<file path="config.mk">
export PLATFORM = sky130hd
export DESIGN_NAME = hbc_ctrl_reg
export DESIGN_NICKNAME = d
export VERILOG_FILES = /design/src/rtl/hbc_pkg.sv /design/src/rtl/hbc_field_store.sv /design/src/rtl/hbc_cpu_reset.sv /design/src/rtl/hbc_cmd_sel.sv /design/src/rtl/hbc_ctrl_reg.sv
export SDC_FILE = /design/constraint.sdc
export NUM_CORES = 1
export LEC_CHECK = 0
export BUFFER_PORTS_ARGS = -buffer_cell sky130_fd_sc_hd__buf_2
export CAP_MARGIN = 0
export CORE_MARGIN = 2
export CORE_UTILIZATION = 28
export CTS_CLUSTER_DIAMETER = 100
export DETAILED_ROUTE_END_ITERATION = 8
export PLACE_DENSITY = 0.84
export SLEW_MARGIN = 20
export SYNTH_ARGS = -nofsm -noshare
export SYNTH_HDL_FRONTEND = slang
export SYNTH_SLANG_ARGS = --single-unit
</file>
<file path="constraint.sdc">
create_clock -name clk -period 1.9 [get_ports clk]
set_input_delay 0.19 -clock clk [delete_from_list [all_inputs] [get_ports clk]]
set_output_delay 0.19 -clock clk [all_outputs]
set_load 0.01 [all_outputs]
</file>
<file path="src/rtl/hbc_pkg.sv">
// Package: field positions and bus command codes shared by the control register.
// Assumes: the field positions below are the software-visible layout.
package hbc_pkg;
    localparam int unsigned FLD_CAP  = 0;
    localparam int unsigned FLD_HOST = 1;
    localparam int unsigned FLD_REL  = 2;
    localparam int unsigned FLD_ASRT = 3;
    localparam int unsigned FLD_RMD  = 4;
    localparam int unsigned FLD_MIN_W = 5;

    typedef enum logic [3:0] {
        CMD_MEM_RD      = 4'b0110,
        CMD_MEM_RD_MULT = 4'b1100
    } bus_cmd_e;

    typedef struct packed {
        logic cap;
        logic host;
        logic rmd;
    } ctrl_bits_t;
endpackage

</file>
<file path="src/rtl/hbc_field_store.sv">
// Module: stores the plain read/write control fields.
// Assumes: a write replaces every stored field at once; synchronous active-low reset.
module hbc_field_store
    import hbc_pkg::*;
#(
    parameter int REG_W = 32
) (
    input  logic             clk,
    input  logic             rst_n,
    input  logic             wr_en,
    input  logic [REG_W-1:0] wr_data,
    output ctrl_bits_t       bits
);
    // Update the stored fields on a host write; clear them in reset.
    always_ff @(posedge clk) begin
        if (!rst_n) begin
            bits <= '0;
        end else if (wr_en) begin
            bits.cap  <= wr_data[FLD_CAP];
            bits.host <= wr_data[FLD_HOST];
            bits.rmd  <= wr_data[FLD_RMD];
        end
    end
endmodule

</file>
<file path="src/rtl/hbc_cpu_reset.sv">
// Module: write-one-to-act reset line for the embedded CPU and instruction cache.
// Assumes: the assert field has priority over the release field; the line is high after power-on reset.
module hbc_cpu_reset #(
    parameter bit ASSERT_WINS = 1'b1
) (
    input  logic clk,
    input  logic rst_n,
    input  logic wr_en,
    input  logic asrt_bit,
    input  logic rel_bit,
    output logic cpu_rst
);
    logic do_set;
    logic do_clr;

    // Decode the two action bits into set and clear with the chosen priority.
    generate
        if (ASSERT_WINS) begin : g_set_first
            always_comb begin
                do_set = wr_en && asrt_bit;
                do_clr = wr_en && rel_bit && !asrt_bit;
            end
        end else begin : g_clr_first
            always_comb begin
                do_clr = wr_en && rel_bit;
                do_set = wr_en && asrt_bit && !rel_bit;
            end
        end
    endgenerate

    // Hold, set or clear the reset line.
    always_ff @(posedge clk) begin
        if (!rst_n) begin
            cpu_rst <= 1'b1;
        end else if (do_set) begin
            cpu_rst <= 1'b1;
        end else if (do_clr) begin
            cpu_rst <= 1'b0;
        end
    end
endmodule

</file>
<file path="src/rtl/hbc_cmd_sel.sv">
// Module: picks the PCI read command for the transaction under way.
// Assumes: DMA reads may burst unless disabled; CPU reads are always single.
module hbc_cmd_sel
    import hbc_pkg::*;
(
    input  logic       xact_is_dma,
    input  logic       rmd,
    output logic [3:0] rd_cmd
);
    bus_cmd_e cmd;

    // Choose between the burst and single read commands.
    always_comb begin
        if (xact_is_dma && !rmd) cmd = CMD_MEM_RD_MULT;
        else                     cmd = CMD_MEM_RD;
        rd_cmd = cmd;
    end
endmodule

</file>
<file path="src/rtl/hbc_ctrl_reg.sv">
// Module: top of the host-bus control register. It combines the stored fields,
// the CPU reset line, the command selector and the readback word.
// Assumes: REG_W >= 5; writes are single-cycle strobes from the host port.
module hbc_ctrl_reg
    import hbc_pkg::*;
#(
    parameter int REG_W = 32
) (
    input  logic             clk,
    input  logic             rst_n,
    input  logic             wr_en,
    input  logic [REG_W-1:0] wr_data,
    output logic [REG_W-1:0] rd_data,
    input  logic             cfg_master_en,
    input  logic             xact_is_dma,
    output logic             cap_dma_en,
    output logic             host_mode,
    output logic             cpu_rst,
    output logic [3:0]       rd_cmd
);
    localparam int unsigned PAD_W = REG_W - FLD_MIN_W;

    ctrl_bits_t bits;

    hbc_field_store #(.REG_W(REG_W)) u_fields (
        .clk     (clk),
        .rst_n   (rst_n),
        .wr_en   (wr_en),
        .wr_data (wr_data),
        .bits    (bits)
    );

    hbc_cpu_reset #(.ASSERT_WINS(1'b1)) u_rst (
        .clk      (clk),
        .rst_n    (rst_n),
        .wr_en    (wr_en),
        .asrt_bit (wr_data[FLD_ASRT]),
        .rel_bit  (wr_data[FLD_REL]),
        .cpu_rst  (cpu_rst)
    );

    hbc_cmd_sel u_cmd (
        .xact_is_dma (xact_is_dma),
        .rmd         (bits.rmd),
        .rd_cmd      (rd_cmd)
    );

    // Drive the bus grant outputs from the stored fields.
    always_comb begin
        cap_dma_en = bits.cap;
        host_mode  = bits.host && cfg_master_en;
    end

    // Assemble the readback word; action fields read as zero.
    always_comb begin
        rd_data = {{PAD_W{1'b0}}, bits.rmd, 1'b0, 1'b0, bits.host, bits.cap};
    end
endmodule

</file>
=== After elaboration in Yosys (flattened, before gate mapping) ===
Cells that the tools add are included.

* Reductions and logical operators: 8
* Multiplexer cells: 1
* Bitwise gates (word level): 1

{| class="wikitable"
|+ Operator list
! operator !! number
|-
| 1-bit logical AND || 5
|-
| 4-bit 2-to-1 mux || 1
|-
| 1-bit logical NOT || 2
|-
| 2-bit OR reduction || 1
|-
| 1-bit inverter || 1
|}

* Output and inout bits: 39
* Register bits: 4
* Input bits: 37
* Word-level logic and storage cells: 14

=== Logic depth before layout (Yosys ltp) ===
* Depth in word-level cells: 3
* Mapped depth: 3
* Depth with buffers taken out: 2

=== Cells and area by module ===
Synthesis repeated with hierarchy kept, for this count alone.

* Cells, all modules: 51
* Area total of the unflattened synthesis: 416.6 um2

{| class="wikitable"
|+ Modules (own cells, without submodules)
! module !! area each (um2) !! cells each !! instances
|-
| hbc_ctrl_reg || 235.2 || 32 || 1
|-
| hbc_field_store || 108.9 || 9 || 1
|-
| hbc_cpu_reset || 37.5 || 4 || 1
|-
| hbc_cmd_sel || 35.0 || 6 || 1
|}

=== Worst setup path after synthesis ===
No wires, ideal clock.

* Kind: register -> output
* Start point: register, netlist name u_fields.bits[0]
* End point: output rd_cmd[1]
* Buffers on the path: 0
* Stages on the path, launching flop included: 3
* Setup slack: 1.072 ns
* Data arrival time: 0.638 ns
* Cells stage by stage: dfxtp_1 nor2b_1 inv_1

* Longest elaborated chain between the ends: 3

{| class="wikitable"
|+ RTL lines
! element !! RTL line !! RTL
|-
| 1-bit logical NOT || hbc_cmd_sel.sv:14 || <nowiki>if (xact_is_dma && !rmd) cmd = CMD_MEM_RD_MULT;</nowiki>
|-
| 1-bit logical AND || hbc_cmd_sel.sv:14 ||
|-
| 4-bit 2-to-1 mux || hbc_cmd_sel.sv:14 ||
|-
| end, declared || hbc_ctrl_reg.sv:19 || <nowiki>output logic [3:0] rd_cmd</nowiki>
|}

No other way between the ends.

=== Final worst setup path ===
* Start point: register, netlist name u_fields.bits[0]
* End point: output rd_cmd[1]

* Longest elaborated chain between the ends: 3

{| class="wikitable"
|+ RTL lines
! element !! RTL line
|-
| 1-bit logical NOT || hbc_cmd_sel.sv:14
|-
| 1-bit logical AND || hbc_cmd_sel.sv:14
|-
| 4-bit 2-to-1 mux || hbc_cmd_sel.sv:14
|}

No other way between the ends.

==> qor.txt <==
Switching share of total power -> 0.330
Vias in the first global route -> 212
Crit end category -> primary output
Type of the worst setup path -> flip-flop to primary output
Fraction of the mapped netlist area in adder cells -> 0
Most area-consuming cells after synthesis -> sky130_fd_sc_hd__buf_4 (58%), sky130_fd_sc_hd__dfxtp_1 (19%), sky130_fd_sc_hd__mux2i_1 (7.1%)
Commonest non-fill, non-tap cell in the layout -> sky130_fd_sc_hd__conb_1
Avg Synthesized Cell Area -> 8.16 um2
Part of the Yosys area used for sequential elements -> 0.189
Via-per-instance ratio -> 3.08
Multiplexer share of the synthesized area -> 0.0708
Core box area -> 0.00145 mm2
Synthesized-area fraction occupied by ao, oa, aoi and oai cells -> 0.0236
Leakage power of the design -> 0.262 nW
Antenna violations before repair -> 0
Total power per unit cell area -> 667 mW/mm2
Startpoint type of the worst setup path -> flip-flop
Register bit total from synthesis -> 4
Setup violation total in the final timing report -> 0
Fraction of final layout cells with drive strength greater than 1 -> 0.313
Die area -> 0.00184 mm2
Maximum clock insertion buffer count -> 2
Vias post-DR -> 256
Setup Fix Bufs, Post-CTS -> 0
Post-cts sizing count -> 0
Crit share post-route -> 0.562
Post-synth top area share -> 0.584
Effective utilization at floorplan -> 0.292
Cts bufs inserted -> 3
Final GP Congestion -> 0.547
First-pass GRT wire length -> 890 um
Endpoint required time on the critical path -> 1.71 ns
Synth Cell Area -> 424 um2
Antenna-violating nets left -> 0
Number of buffer cells added on primary ports -> 17
Hold Path Class -> input pin to flip-flop
Leading cell types in the layout, fill and taps excluded -> sky130_fd_sc_hd__conb_1 (31), sky130_fd_sc_hd__buf_2 (17), sky130_fd_sc_hd__dfxtp_1 (4)
Unrepaired setup endpoints after global routing -> false
Die Ht -> 42.9 um
Max-cap violations -> 0
Post-synthesis share of cell area spent on and, or, nand and nor gates -> 0.0708
Net Switching -> 0.0884 mW
Number of buffers inserted for hold repair after clock tree synthesis -> 0
Clk pwr share -> 0.415
CTS tree -> built
Layout Skew -> 0 ns
Synth Warn # -> 0
Synthesized instance count -> 52
Post-DP Area -> 379 um2
Arrival time at the worst endpoint -> 0.88 ns
Unique cell type count in the Yosys netlist -> 11
Sequential cell fraction of total power -> 0.344
Main combinational cell family by area after synthesis -> buffers and inverters
Clock Sinks -> 4
I/O Pins -> 76
Iteration-0 DRC Markers -> 2
Post-synthesis share of cell area spent on xor and xnor gates -> 0
Final max-slew violation count -> 0
Final non-filler cell area -> 402 um2
H-tree level count -> 1
Number of nets in the layout -> 106
Sum of negative setup slack -> 0 ns
Number of placement rows -> 14
Peak supply drop -> 0.000268 V
Post-Route WL -> 606 um
Grt ovf -> 0
Final critical path time including I/O delays and setup -> 1.07 ns
Number of endpoints with negative hold slack in the final report -> 0
Maximum number of pins on one net before global-route repair -> 6
Clk slew on worst S/H paths -> 0.04 ns
Result of the run -> completed
Number of iterations in the first detailed-routing pass -> 2
Cell taking the most area after synthesis -> sky130_fd_sc_hd__buf_4
Die width -> 42.9 um
Internal Power -> 0.180 mW
DRC violation count after routing -> 0
Root cell of the clock tree -> sky130_fd_sc_hd__clkbuf_4
Syn-to-layout area delta -> -5.31%
DP Wirelength -> 522 um
Max Fclk -> 937 MHz
Worst-skew pair later-pin latency -> 0.24 ns
Overall track demand over capacity in global routing -> 0.0742
Routed length per instance -> 7.30 um
Antenna cells -> 0
Smallest hold slack -> 0.180 ns
Crit path max fanout -> 3
Relative contribution of combinational cells to total power -> 0.241
sequential cells by signal, summed over array words and instances, names as in the netlist:
signal         cells
u_rst.cpu_rst      1
u_fields.bits      3
worst paths after layout:
check	from	end	slack [ns]	depth (start not counted)
worst max-delay path	u_fields.bits[0]$_SDFFE_PN0P_	rd_cmd[1]	0.83	3
worst min-delay path	wr_data[3]	u_rst.cpu_rst$_SDFFE_PP1P_	0.18	2
worst max register to register	u_rst.cpu_rst$_SDFFE_PP1P_	u_rst.cpu_rst$_SDFFE_PP1P_	1.18	1
worst min register to register	u_rst.cpu_rst$_SDFFE_PP1P_	u_rst.cpu_rst$_SDFFE_PP1P_	0.48	1
routing by layer:
layer,wire length [um],up-vias,GRT usage
met5,0,-,0
met4,0,0,0.0188
met3,128,0,0.0894
met2,325,26,0.118
met1,152,107,0.0564
li1,-,123,-
cell usage after synthesis:
master / instances
sky130_fd_sc_hd__conb_1: 2
sky130_fd_sc_hd__nand2_2: 1
sky130_fd_sc_hd__nor2_1: 3
sky130_fd_sc_hd__buf_6: 1
sky130_fd_sc_hd__mux2i_1: 3
sky130_fd_sc_hd__dfxtp_1: 4
sky130_fd_sc_hd__buf_4: 33
sky130_fd_sc_hd__nor2b_1: 1
sky130_fd_sc_hd__inv_1: 2
sky130_fd_sc_hd__and2_1: 1
sky130_fd_sc_hd__a221o_1: 1
power groups by stage:
stage | sequential [mW] | combinational (mW) | clock (mW)
6_report | 0.0922 | 0.0647 | 0.111
5_1_grt | 0.0931 | 0.0728 | 0.124
4_1_cts | 0.0923 | 0.0643 | 0.118
3_5_place_dp | 0.0937 | 0.0640 | 0
3_3_place_gp | 0.0935 | 0.0627 | 0
2_1_floorplan | 0.0953 | 0.0949 | 0
per-stage QoR:
stage               utilization  setup slack [ns]  power (mW)  std cells
global route              0.276             0.771       0.290         83
detailed placement        0.261              1.09       0.158         80
finish                    0.276             0.833       0.268         83
floorplan                     -              1.07       0.190         81
global placement          0.261              1.09       0.156         80
CTS                       0.276             0.816       0.274         83
area by class of cell:
type / count / area [um2]
fill: 176 / 1050
tap: 16 / 20.0
clock buffer: 3 / 22.5
multi-input combinational: 41 / 186
inverter: 2 / 7.51
timing repair buffer: 17 / 85.1
sequential: 4 / 80.1
cell families (layout without fill, tap and decap cells):
logic type,after synthesis,after routing
other cells,2,31
flops,4,4
simple gates,6,6
mux,3,3
compound gates,1,1
buf+inv,36,22
critical path, stage by stage, from the launching register on:
cell and delay [ns]:
sky130_fd_sc_hd__dfxtp_1 0.31, sky130_fd_sc_hd__nor2b_1 0.13, sky130_fd_sc_hd__inv_1 0.06, sky130_fd_sc_hd__buf_2 0.13
(Power assumes the default switching activity.)
